[config.mk]
export PLATFORM = sky130hd
export DESIGN_NAME = gain_split_ctrl
export DESIGN_NICKNAME = d
export VERILOG_FILES = /design/src/rtl/gsc_pkg.sv /design/src/rtl/gsc_rate_limiter.sv /design/src/rtl/gsc_gain_decoder.sv /design/src/rtl/gsc_lane_scaler.sv /design/src/rtl/gain_split_ctrl.sv
export SDC_FILE = /design/constraint.sdc
export NUM_CORES = 1
export LEC_CHECK = 0
export BUFFER_PORTS_ARGS = -buffer_cell sky130_fd_sc_hd__buf_2
export CAP_MARGIN = 15
export CORE_ASPECT_RATIO = 0.8
export CORE_MARGIN = 2
export CORE_UTILIZATION = 60
export CTS_BUF_LIST = sky130_fd_sc_hd__clkbuf_16
export DETAILED_ROUTE_END_ITERATION = 12
export GPL_TIMING_DRIVEN = 1
export HOLD_SLACK_MARGIN = 0.12
export PLACE_DENSITY_LB_ADDON = 0.2
export SETUP_SLACK_MARGIN = 0.2
export SLEW_MARGIN = 40
export SYNTH_ARGS = -nofsm -noshare
export SYNTH_HDL_FRONTEND = slang
export SYNTH_SLANG_ARGS = --single-unit
[constraint.sdc]
create_clock -name clk -period 8.1 [get_ports clk]
set_input_delay 0.405 -clock clk [delete_from_list [all_inputs] [get_ports clk]]
set_output_delay 0.405 -clock clk [all_outputs]
set_load 0.02 [all_outputs]
[src/rtl/gsc_pkg.sv]
package gsc_pkg;
  // Source selection for the active gain word
  typedef enum logic {
    MODE_MANUAL = 1'b0,
    MODE_AUTO   = 1'b1
  } gsc_mode_e;

  localparam int GSC_DEF_WORD_W   = 16;
  localparam int GSC_DEF_SMP_W    = 16;
  localparam int GSC_DEF_INTERVAL = 240;
endpackage

[src/rtl/gsc_rate_limiter.sv]
module gsc_rate_limiter #(
  parameter int WORD_W   = 16,
  parameter int INTERVAL = 240
) (
  input  logic              clk,
  input  logic              rst,
  input  logic              auto_mode,
  input  logic              wr_valid,
  input  logic [WORD_W-1:0] wr_word,
  input  logic [WORD_W-1:0] auto_word,
  output logic [WORD_W-1:0] cur_word,
  output logic              apply
);
  localparam int CNT_W = $clog2(INTERVAL + 1);

  logic [CNT_W-1:0]  wait_q;
  logic              held_v;
  logic [WORD_W-1:0] held_w;
  logic              idle;
  logic [WORD_W-1:0] next_w;

  assign idle   = (wait_q == '0);
  assign apply  = !auto_mode && idle && (wr_valid || held_v);
  assign next_w = wr_valid ? wr_word : held_w;

  always_ff @(posedge clk) begin
    if (rst) begin
      wait_q   <= '0;
      held_v   <= 1'b0;
      held_w   <= '0;
      cur_word <= '0;
    end else if (auto_mode) begin
      cur_word <= auto_word;
      held_v   <= 1'b0;
      if (!idle) wait_q <= wait_q - 1'b1;
    end else if (apply) begin
      cur_word <= next_w;
      held_v   <= 1'b0;
      wait_q   <= CNT_W'(INTERVAL - 1);
    end else begin
      if (!idle) wait_q <= wait_q - 1'b1;
      if (wr_valid) begin
        held_w <= wr_word;
        held_v <= 1'b1;
      end
    end
  end
endmodule

[src/rtl/gsc_gain_decoder.sv]
module gsc_gain_decoder #(
  parameter int WORD_W = 16
) (
  input  logic                clk,
  input  logic                rst,
  input  logic                dgain_en,
  input  logic [WORD_W-1:0]   word,
  output logic                fe_atten,
  output logic [WORD_W-3:0]   ana_code,
  output logic [WORD_W-1:0]   dig_factor
);
  localparam int ANA_W  = WORD_W - 2;
  localparam int FLD_W  = WORD_W - 1;
  localparam int FRAC_W = WORD_W - 3;
  localparam int FACT_W = WORD_W;
  localparam logic [FLD_W-1:0]  MID   = FLD_W'(1) << ANA_W;
  localparam logic [FACT_W-1:0] UNITY = FACT_W'(1) << FRAC_W;

  logic [FLD_W-1:0]  field;
  logic [FLD_W-1:0]  below;
  logic [1:0]        octave;
  logic [FRAC_W:0]   mant;
  logic [FACT_W:0]   fac_wide;
  logic [ANA_W-1:0]  ana_n;
  logic [FACT_W-1:0] fac_n;

  // Piecewise-linear exponent: octave picks the shift, the rest interpolates
  assign field    = word[FLD_W-1:0];
  assign below    = MID - field;
  assign octave   = below[FLD_W-1:FRAC_W];
  assign mant     = {1'b1, below[FRAC_W-1:0]};
  assign fac_wide = (FACT_W+1)'(mant) << octave;

  always_comb begin
    if (!dgain_en) begin
      ana_n = word[ANA_W-1:0];
      fac_n = UNITY;
    end else if (field[FLD_W-1]) begin
      ana_n = field[ANA_W-1:0];
      fac_n = UNITY;
    end else begin
      ana_n = '0;
      fac_n = fac_wide[FACT_W-1:0];
    end
  end

  always_ff @(posedge clk) begin
    if (rst) begin
      fe_atten   <= 1'b0;
      ana_code   <= '0;
      dig_factor <= UNITY;
    end else begin
      fe_atten   <= word[WORD_W-1];
      ana_code   <= ana_n;
      dig_factor <= fac_n;
    end
  end
endmodule

[src/rtl/gsc_lane_scaler.sv]
module gsc_lane_scaler #(
  parameter int SMP_W  = 16,
  parameter int FACT_W = 16,
  parameter int FRAC_W = 13
) (
  input  logic             clk,
  input  logic             rst,
  input  logic             en,
  input  logic [SMP_W-1:0] smp,
  input  logic [FACT_W-1:0] fac,
  output logic [SMP_W-1:0] res
);
  localparam int PROD_W = SMP_W + FACT_W + 1;
  localparam logic signed [PROD_W-1:0] HALF = PROD_W'(1) << (FRAC_W - 1);
  localparam logic signed [PROD_W-1:0] MAXV = (PROD_W'(1) << (SMP_W - 1)) - PROD_W'(1);
  localparam logic signed [PROD_W-1:0] MINV = -MAXV - PROD_W'(1);

  logic signed [PROD_W-1:0] prod;
  logic signed [PROD_W-1:0] rnd;
  logic signed [PROD_W-1:0] shf;
  logic        [SMP_W-1:0]  sat;

  assign prod = $signed(smp) * $signed({1'b0, fac});
  assign rnd  = prod + HALF;
  assign shf  = rnd >>> FRAC_W;

  always_comb begin
    if (shf > MAXV)      sat = MAXV[SMP_W-1:0];
    else if (shf < MINV) sat = MINV[SMP_W-1:0];
    else                 sat = shf[SMP_W-1:0];
  end

  always_ff @(posedge clk) begin
    if (rst)     res <= '0;
    else if (en) res <= sat;
  end
endmodule

[src/rtl/gain_split_ctrl.sv]
module gain_split_ctrl
  import gsc_pkg::*;
#(
  parameter int WORD_W   = GSC_DEF_WORD_W,
  parameter int SMP_W    = GSC_DEF_SMP_W,
  parameter int INTERVAL = GSC_DEF_INTERVAL
) (
  input  logic              clk,
  input  logic              rst,
  input  logic              mode_auto,
  input  logic              dgain_en,
  input  logic              wr_valid,
  input  logic [WORD_W-1:0] wr_word,
  input  logic [WORD_W-1:0] auto_word,
  input  logic              smp_valid,
  input  logic [SMP_W-1:0]  smp_i,
  input  logic [SMP_W-1:0]  smp_q,
  output logic              fe_atten,
  output logic [WORD_W-3:0] ana_code,
  output logic [WORD_W-1:0] dig_factor,
  output logic              out_valid,
  output logic [SMP_W-1:0]  out_i,
  output logic [SMP_W-1:0]  out_q
);
  localparam int FRAC_W = WORD_W - 3;
  localparam int FACT_W = WORD_W;
  localparam int LANES  = 2;

  gsc_mode_e         mode;
  logic [WORD_W-1:0] active_word;
  logic              apply_w;
  logic [SMP_W-1:0]  lane_in  [LANES];
  logic [SMP_W-1:0]  lane_out [LANES];

  assign mode = gsc_mode_e'(mode_auto);

  gsc_rate_limiter #(.WORD_W(WORD_W), .INTERVAL(INTERVAL)) u_limit (
    .clk       (clk),
    .rst       (rst),
    .auto_mode (mode == MODE_AUTO),
    .wr_valid  (wr_valid),
    .wr_word   (wr_word),
    .auto_word (auto_word),
    .cur_word  (active_word),
    .apply     (apply_w)
  );

  gsc_gain_decoder #(.WORD_W(WORD_W)) u_dec (
    .clk        (clk),
    .rst        (rst),
    .dgain_en   (dgain_en),
    .word       (active_word),
    .fe_atten   (fe_atten),
    .ana_code   (ana_code),
    .dig_factor (dig_factor)
  );

  assign lane_in[0] = smp_i;
  assign lane_in[1] = smp_q;

  for (genvar ln = 0; ln < LANES; ln++) begin : g_lane
    gsc_lane_scaler #(.SMP_W(SMP_W), .FACT_W(FACT_W), .FRAC_W(FRAC_W)) u_scale (
      .clk (clk),
      .rst (rst),
      .en  (smp_valid),
      .smp (lane_in[ln]),
      .fac (dig_factor),
      .res (lane_out[ln])
    );
  end

  assign out_i = lane_out[0];
  assign out_q = lane_out[1];

  always_ff @(posedge clk) begin
    if (rst) out_valid <= 1'b0;
    else     out_valid <= smp_valid;
  end
endmodule

* Yosys cells after proc, flatten, opt, wreduce, memory -nomap -nowiden
Cells that the tools add are included.
Widths: inputs -> output; s select.
** Cells by class
- Add/sub/neg operators :: 4
- Reduce and logical (&&, ||, !) cells :: 9
- Shift-type cells :: 1
- Muxes and demuxes :: 12
- Bitwise gates (word level) :: 3
- Order comparisons :: 4
- Multipliers :: 2
** Operator list (count)
- $mux 16 :: 7
- $add 33x14->33 const B :: 2
- $mul 16x17->33 :: 2
- $gt 20x16->1 const B :: 2
- $lt 20x16->1 const B :: 2
- $mux 14 :: 2
- $mux 8 :: 3
- $shl 14x2->16 :: 1
- $sub 15x15->15 const A :: 1
- $logic_not 8->1 :: 1
- $sub 8x1->8 const B :: 1
- $reduce_or 3->1 :: 2
- $not 1->1 :: 3
- $logic_and 1x1->1 :: 2
- $reduce_and 2->1 :: 1
- $reduce_bool 2->1 :: 1
- $logic_not 1->1 :: 1
- $logic_or 1x1->1 :: 1
** Word-level totals
- Output and inout port bits :: 64
- Flip-flop bits (word level) :: 105
- Logic and storage cells :: 45
- Input bits :: 70

* Depth between registers and ports, before layout
- Depth in word-level cells :: 5
- Depth in mapped cells :: 26

* Modules after synthesis
From an unflattened synthesis, not the netlist that was laid out.
** Second synthesis, totals
- Cells, all modules :: 2500
- Area total of the unflattened synthesis :: 22023.6 um^2
** Modules (own cells, without submodules)
- gsc_lane_scaler (g_lane[0].u_scale) :: times used 1, cells an instance 1081, area each 9499.1 um^2
- gsc_lane_scaler (g_lane[1].u_scale) :: times used 1, cells an instance 1058, area each 9282.7 um^2
- gsc_rate_limiter :: times used 1, cells an instance 226, area each 1894.3 um^2
- gsc_gain_decoder :: times used 1, cells an instance 133, area each 1313.8 um^2
- gain_split_ctrl :: times used 1, cells an instance 2, area each 33.8 um^2

* Worst setup path before layout
No wires, ideal clock.
- Kind :: register to register
- Start point :: register u_dec.dig_factor[6]
- End point :: register g_lane[1].u_scale.res[5]
- Setup time :: 0.132 ns
- Path buffers :: 2
- Arrival :: 6.381 ns
- Period minus slack after synthesis :: 6.513 ns
- Required time :: 7.968 ns
- Stages on the path, launching flop included :: 26
- Path slack :: 1.587 ns
- Path through :: dfxtp_1 > clkbuf_1 > nand2_1 > fa_1 > inv_1 > fa_1 > inv_1 > fa_1 > inv_1 > fa_1 > fa_1 > inv_1 > fa_1 > inv_1 > ha_1 > a21oi_1 > o211ai_1 > a2111oi_2 > nor3_2 > a31oi_1 > mux2_2 > o21ai_1 > nor3_1 > a21boi_2 > buf_2 > o32ai_1
** On the way
- Longest elaborated chain between the ends :: 5
** RTL lines
- from (decl) :: line gsc_gain_decoder.sv:10 : output logic [WORD_W-1:0] dig_factor
- from (signal assigned) :: line gsc_gain_decoder.sv:55 : dig_factor <= fac_n;
- $mul 16x17->33 * :: line gsc_lane_scaler.sv:23 : assign prod = $signed(smp) * $signed({1'b0, fac});
- $add 33x14->33 * :: line gsc_lane_scaler.sv:24 : assign rnd = prod + HALF;
- $lt 20x16->1 :: line gsc_lane_scaler.sv:29 : else if (shf < MINV) sat = MINV[SMP_W-1:0];
- $mux 16 :: line gsc_lane_scaler.sv:29
- $mux 16 * :: line gsc_lane_scaler.sv:28 : if (shf > MAXV) sat = MAXV[SMP_W-1:0];
- to (signal assigned) :: line gsc_lane_scaler.sv:35 : else if (en) res <= sat;
- to (decl) :: line gsc_lane_scaler.sv:11 : output logic [SMP_W-1:0] res
Every way passes the cells marked *; elsewhere a longest branch is shown, timed or not.
A chain may end at the register's enable or synchronous reset.

* Worst setup path in the final report
- Start point :: register u_dec.dig_factor[5]
- End point :: register g_lane[1].u_scale.res[9]
Same word-level chain as after synthesis.

==> impl_metrics.env <==
export IMPL_clk_latency_ns=0.36
export IMPL_first_global_vias=17900
export IMPL_first_pass_iters=6
export IMPL_min_delay_path_class="in2reg"
export IMPL_cap_violations=0
export IMPL_drt_total_wl_mm=50.84
export IMPL_drive_gt1_frac=0.08965
export IMPL_ant_nets=0
export IMPL_synth_area_mm2=0.02154
export IMPL_path_delay_family="adder cells"
export IMPL_cts_resized=0
export IMPL_grt_max_degree=54
export IMPL_die_y_um=173.5
export IMPL_async_flop_share=0
export IMPL_hpwl_mm=40.37
export IMPL_wl_per_cell_um=16.94
export IMPL_path_clk_slew_ns=0.07
export IMPL_cts_tree="done"
export IMPL_clock_tree_root_cell="clkbuf_16"
export IMPL_p_per_area_mw_per_mm2=337.2
export IMPL_arrival_ns=7.71
export IMPL_pre_cts_slack_ns=0.6141
export IMPL_grt_antenna_before_repair=1
export IMPL_synth_ff_type="dfxtp_1"
export IMPL_syn_area_per_cell_um2=8.743
export IMPL_cts_buffer_depth=2
export IMPL_crit_slowest_cell="dfxtp_1"
export IMPL_post_cts_setup_buffers=0
export IMPL_rr_endpoint="g_lane[1].u_scale.res[9]$_SDFFE_PP0P_"
export IMPL_final_setup_tns_ns=0
export IMPL_synth_seq_cells=105
export IMPL_startpoint_type="flop"
export IMPL_diodes=0
export IMPL_grt_pass1_wl_mm=86.64
export IMPL_io_buffers=133
export IMPL_critPathBufInv=6
export IMPL_fp_dieArea_mm2=0.03745
export IMPL_cts_sinks=105
export IMPL_htreeDepth=3
export IMPL_via_per_inst=5.581
export IMPL_setup_viol=0
export IMPL_tightestPinTransition_ns=0.9389
export IMPL_post_route_period_util=0.9262
export IMPL_critPathKind="reg2reg"
export IMPL_die_x_um=215.9
export IMPL_cp_endpoint="g_lane[1].u_scale.res[9]$_SDFFE_PP0P_"
export IMPL_hold_buffers=0
export IMPL_rsz0062_at_grt="false"
export IMPL_cpPeakStageDelay_ns=0.71
export IMPL_num_rows=62
export IMPL_layout_common_cells="482 x inv_1, 388 x fa_1, 325 x nand2_1"
export IMPL_final_common_cell="inv_1"
export IMPL_syn2layout_area_growth_pct=6.104
export IMPL_drc=0
export IMPL_cp_required_ns=8.31
export IMPL_total_leakage_power_uw=0.01180
export IMPL_gp_congestion=0.8836
export IMPL_max_freq_mhz=133.3
export IMPL_fin_nets=3213
export IMPL_reg2reg_setup_slack_ns=0.60
export IMPL_drt_initial_drc_count=1165
export IMPL_r2r_cells=24
export IMPL_ys_warn_count=0
export IMPL_postSynthCellCount=2464
export IMPL_synth_nets=3161
export IMPL_coreArea_mm2=0.03561
export IMPL_fill_cells=2998
export IMPL_drv_slew=0
export IMPL_peakVddDrop_uv=401.9
export IMPL_grtUsageTotal=0.2852
export IMPL_finalWorstSetupSlack_ns=0.5981
export IMPL_synth_edf_count=0
export IMPL_cpMostUsedCell="fa_1"
export IMPL_crit_start="u_dec.dig_factor[5]$_SDFF_PP0_"
export IMPL_start_util=0.6050
export IMPL_vias=16750
export IMPL_hold_violations=0
export IMPL_clock_skew_final_ns=0.01424
export IMPL_grt_overflow=0
export IMPL_synthDistinctLibCells=75
export IMPL_cp_depth=24
export IMPL_relSlewSlack=0.3732
export IMPL_period_needed_ns=7.502
export IMPL_cts_buffers=9
export IMPL_timing_rr_start="u_dec.dig_factor[5]$_SDFF_PP0_"
export IMPL_cp_cell_sequence="buf_4 > nand2_1 > fa_1 > inv_1 > fa_1 > inv_1 > fa_1 > inv_1 > fa_1 > fa_1 > inv_1 > fa_1 > inv_1 > ha_1 > a21oi_1 > o211ai_1 > a2111oi_2 > nor3_2 > a31oi_1 > mux2_2 > o21ai_1 > nor3_1 > a21boi_2 > o32ai_1"
export IMPL_ios=134
export IMPL_outcome="finished clean"
export IMPL_cp_end_kind="flop"
export IMPL_critPathMaxFanout=17
export IMPL_ys_seq_area_frac=0.09757
## per-layer routing
metal | vias up | wire length [µm] | share of wire | track usage
li1 | 7689 | - | - | -
met1 | 8349 | 21200 | 0.42 | 0.3808
met2 | 609 | 24340 | 0.48 | 0.4737
met3 | 98 | 4065 | 0.080 | 0.05842
met4 | 4 | 1166 | 0.023 | 0.07644
met5 | - | 73 | 0.0014 | 0.01154
## sequential cells by signal, summed over array words and instances, names as in the netlist
signal / cells
g_lane.u_scale.res: 32
out_valid: 1
u_dec.ana_code: 14
u_dec.dig_factor: 16
u_dec.fe_atten: 1
u_limit.cur_word: 16
u_limit.held_v: 1
u_limit.held_w: 16
u_limit.wait_q: 8
## how the worst min path moves through the flow
stage                                    start                               to  slack [ns]  cells past startpoint
6_report                            wr_word[7]   u_limit.held_w[7]$_SDFFE_PP0P_        0.29                      3
5_1_grt                             wr_word[3]   u_limit.held_w[3]$_SDFFE_PP0P_        0.29                      3
4_1_cts                             wr_word[1]   u_limit.held_w[1]$_SDFFE_PP0P_        0.28                      3
3_5_place_dp    u_limit.held_w[7]$_SDFFE_PP0P_   u_limit.held_w[7]$_SDFFE_PP0P_        0.45                      2
3_3_place_gp   u_limit.held_w[14]$_SDFFE_PP0P_  u_limit.held_w[14]$_SDFFE_PP0P_        0.44                      2
2_1_floorplan   u_limit.held_w[0]$_SDFFE_PP0P_   u_limit.held_w[0]$_SDFFE_PP0P_        0.43                      2
## layout make-up
class | instances | area [µm²] | area share
tap | 480 | 600.6 | 0.02627
sequential | 105 | 2105 | 0.09207
multi-input combinational | 1761 | 17200 | 0.7523
clock buffer | 9 | 225.2 | 0.009853
clock inverter | 7 | 70.07 | 0.003065
inverter | 480 | 1802 | 0.07882
timing repair buffer | 159 | 860.8 | 0.03766
## report_power, final
part | total [µW] | internal, µW | switching [µW]
Clock | 455 | 241 | 214
Combinational | 6510 | 2650 | 3870
Sequential | 741 | 630 | 112
Total | 7710 | 3520 | 4190
## cell families after synthesis
kind of cell	count (synthesis)	share of synthesized area
muxes	20	0.009699
xor gates and xnor gates	54	0.02195
adders and majority gates	627	0.4994
and+or+nand+nor	820	0.1870
AOI/OAI and AO/OA	240	0.07928
DFF	105	0.09757
buffers and inverters	598	0.1051
## cells in the mapped netlist (all sizes together), types with 17 or more instances
cell type / count / area share
a211oi: 30 / 0.013
a21o: 17 / 0.0059
a21oi: 76 / 0.018
and2: 250 / 0.073
clkbuf: 110 / 0.019
dfxtp: 105 / 0.098
fa: 388 / 0.36
ha: 239 / 0.14
inv: 480 / 0.084
nand2: 335 / 0.060
nand2b: 20 / 0.0058
nor2: 122 / 0.021
nor3: 20 / 0.0049
o21ai: 35 / 0.0083
xnor2: 28 / 0.011
xor2: 26 / 0.011
## through the flow
step                      power, µW  instances  hold slack, ns  instance area [µm²]    util
after floorplan                5720       2464          0.4338                21540       -
after global placement         6988       2985          0.4383                22540  0.6331
after detailed placement       7164       2985          0.4479                22550  0.6332
after CTS                      7687       3001          0.2804                22840  0.6415
after global routing           8651       3001          0.2938                22860  0.6420
final                          7709       3001          0.2878                22860  0.6420
## worst register-to-register path: stages (launching register included)
cell	delay (ns)
dfxtp_1	0.71
buf_4	0.37
nand2_1	0.12
fa_1	0.54
inv_1	0.06
fa_1	0.50
inv_1	0.06
fa_1	0.54
inv_1	0.05
fa_1	0.39
fa_1	0.52
inv_1	0.05
fa_1	0.47
inv_1	0.04
ha_1	0.34
a21oi_1	0.25
o211ai_1	0.17
a2111oi_2	0.38
nor3_2	0.13
a31oi_1	0.32
mux2_2	0.39
o21ai_1	0.14
nor3_1	0.08
a21boi_2	0.55
o32ai_1	0.20
Power figures use the tool's default switching activity.
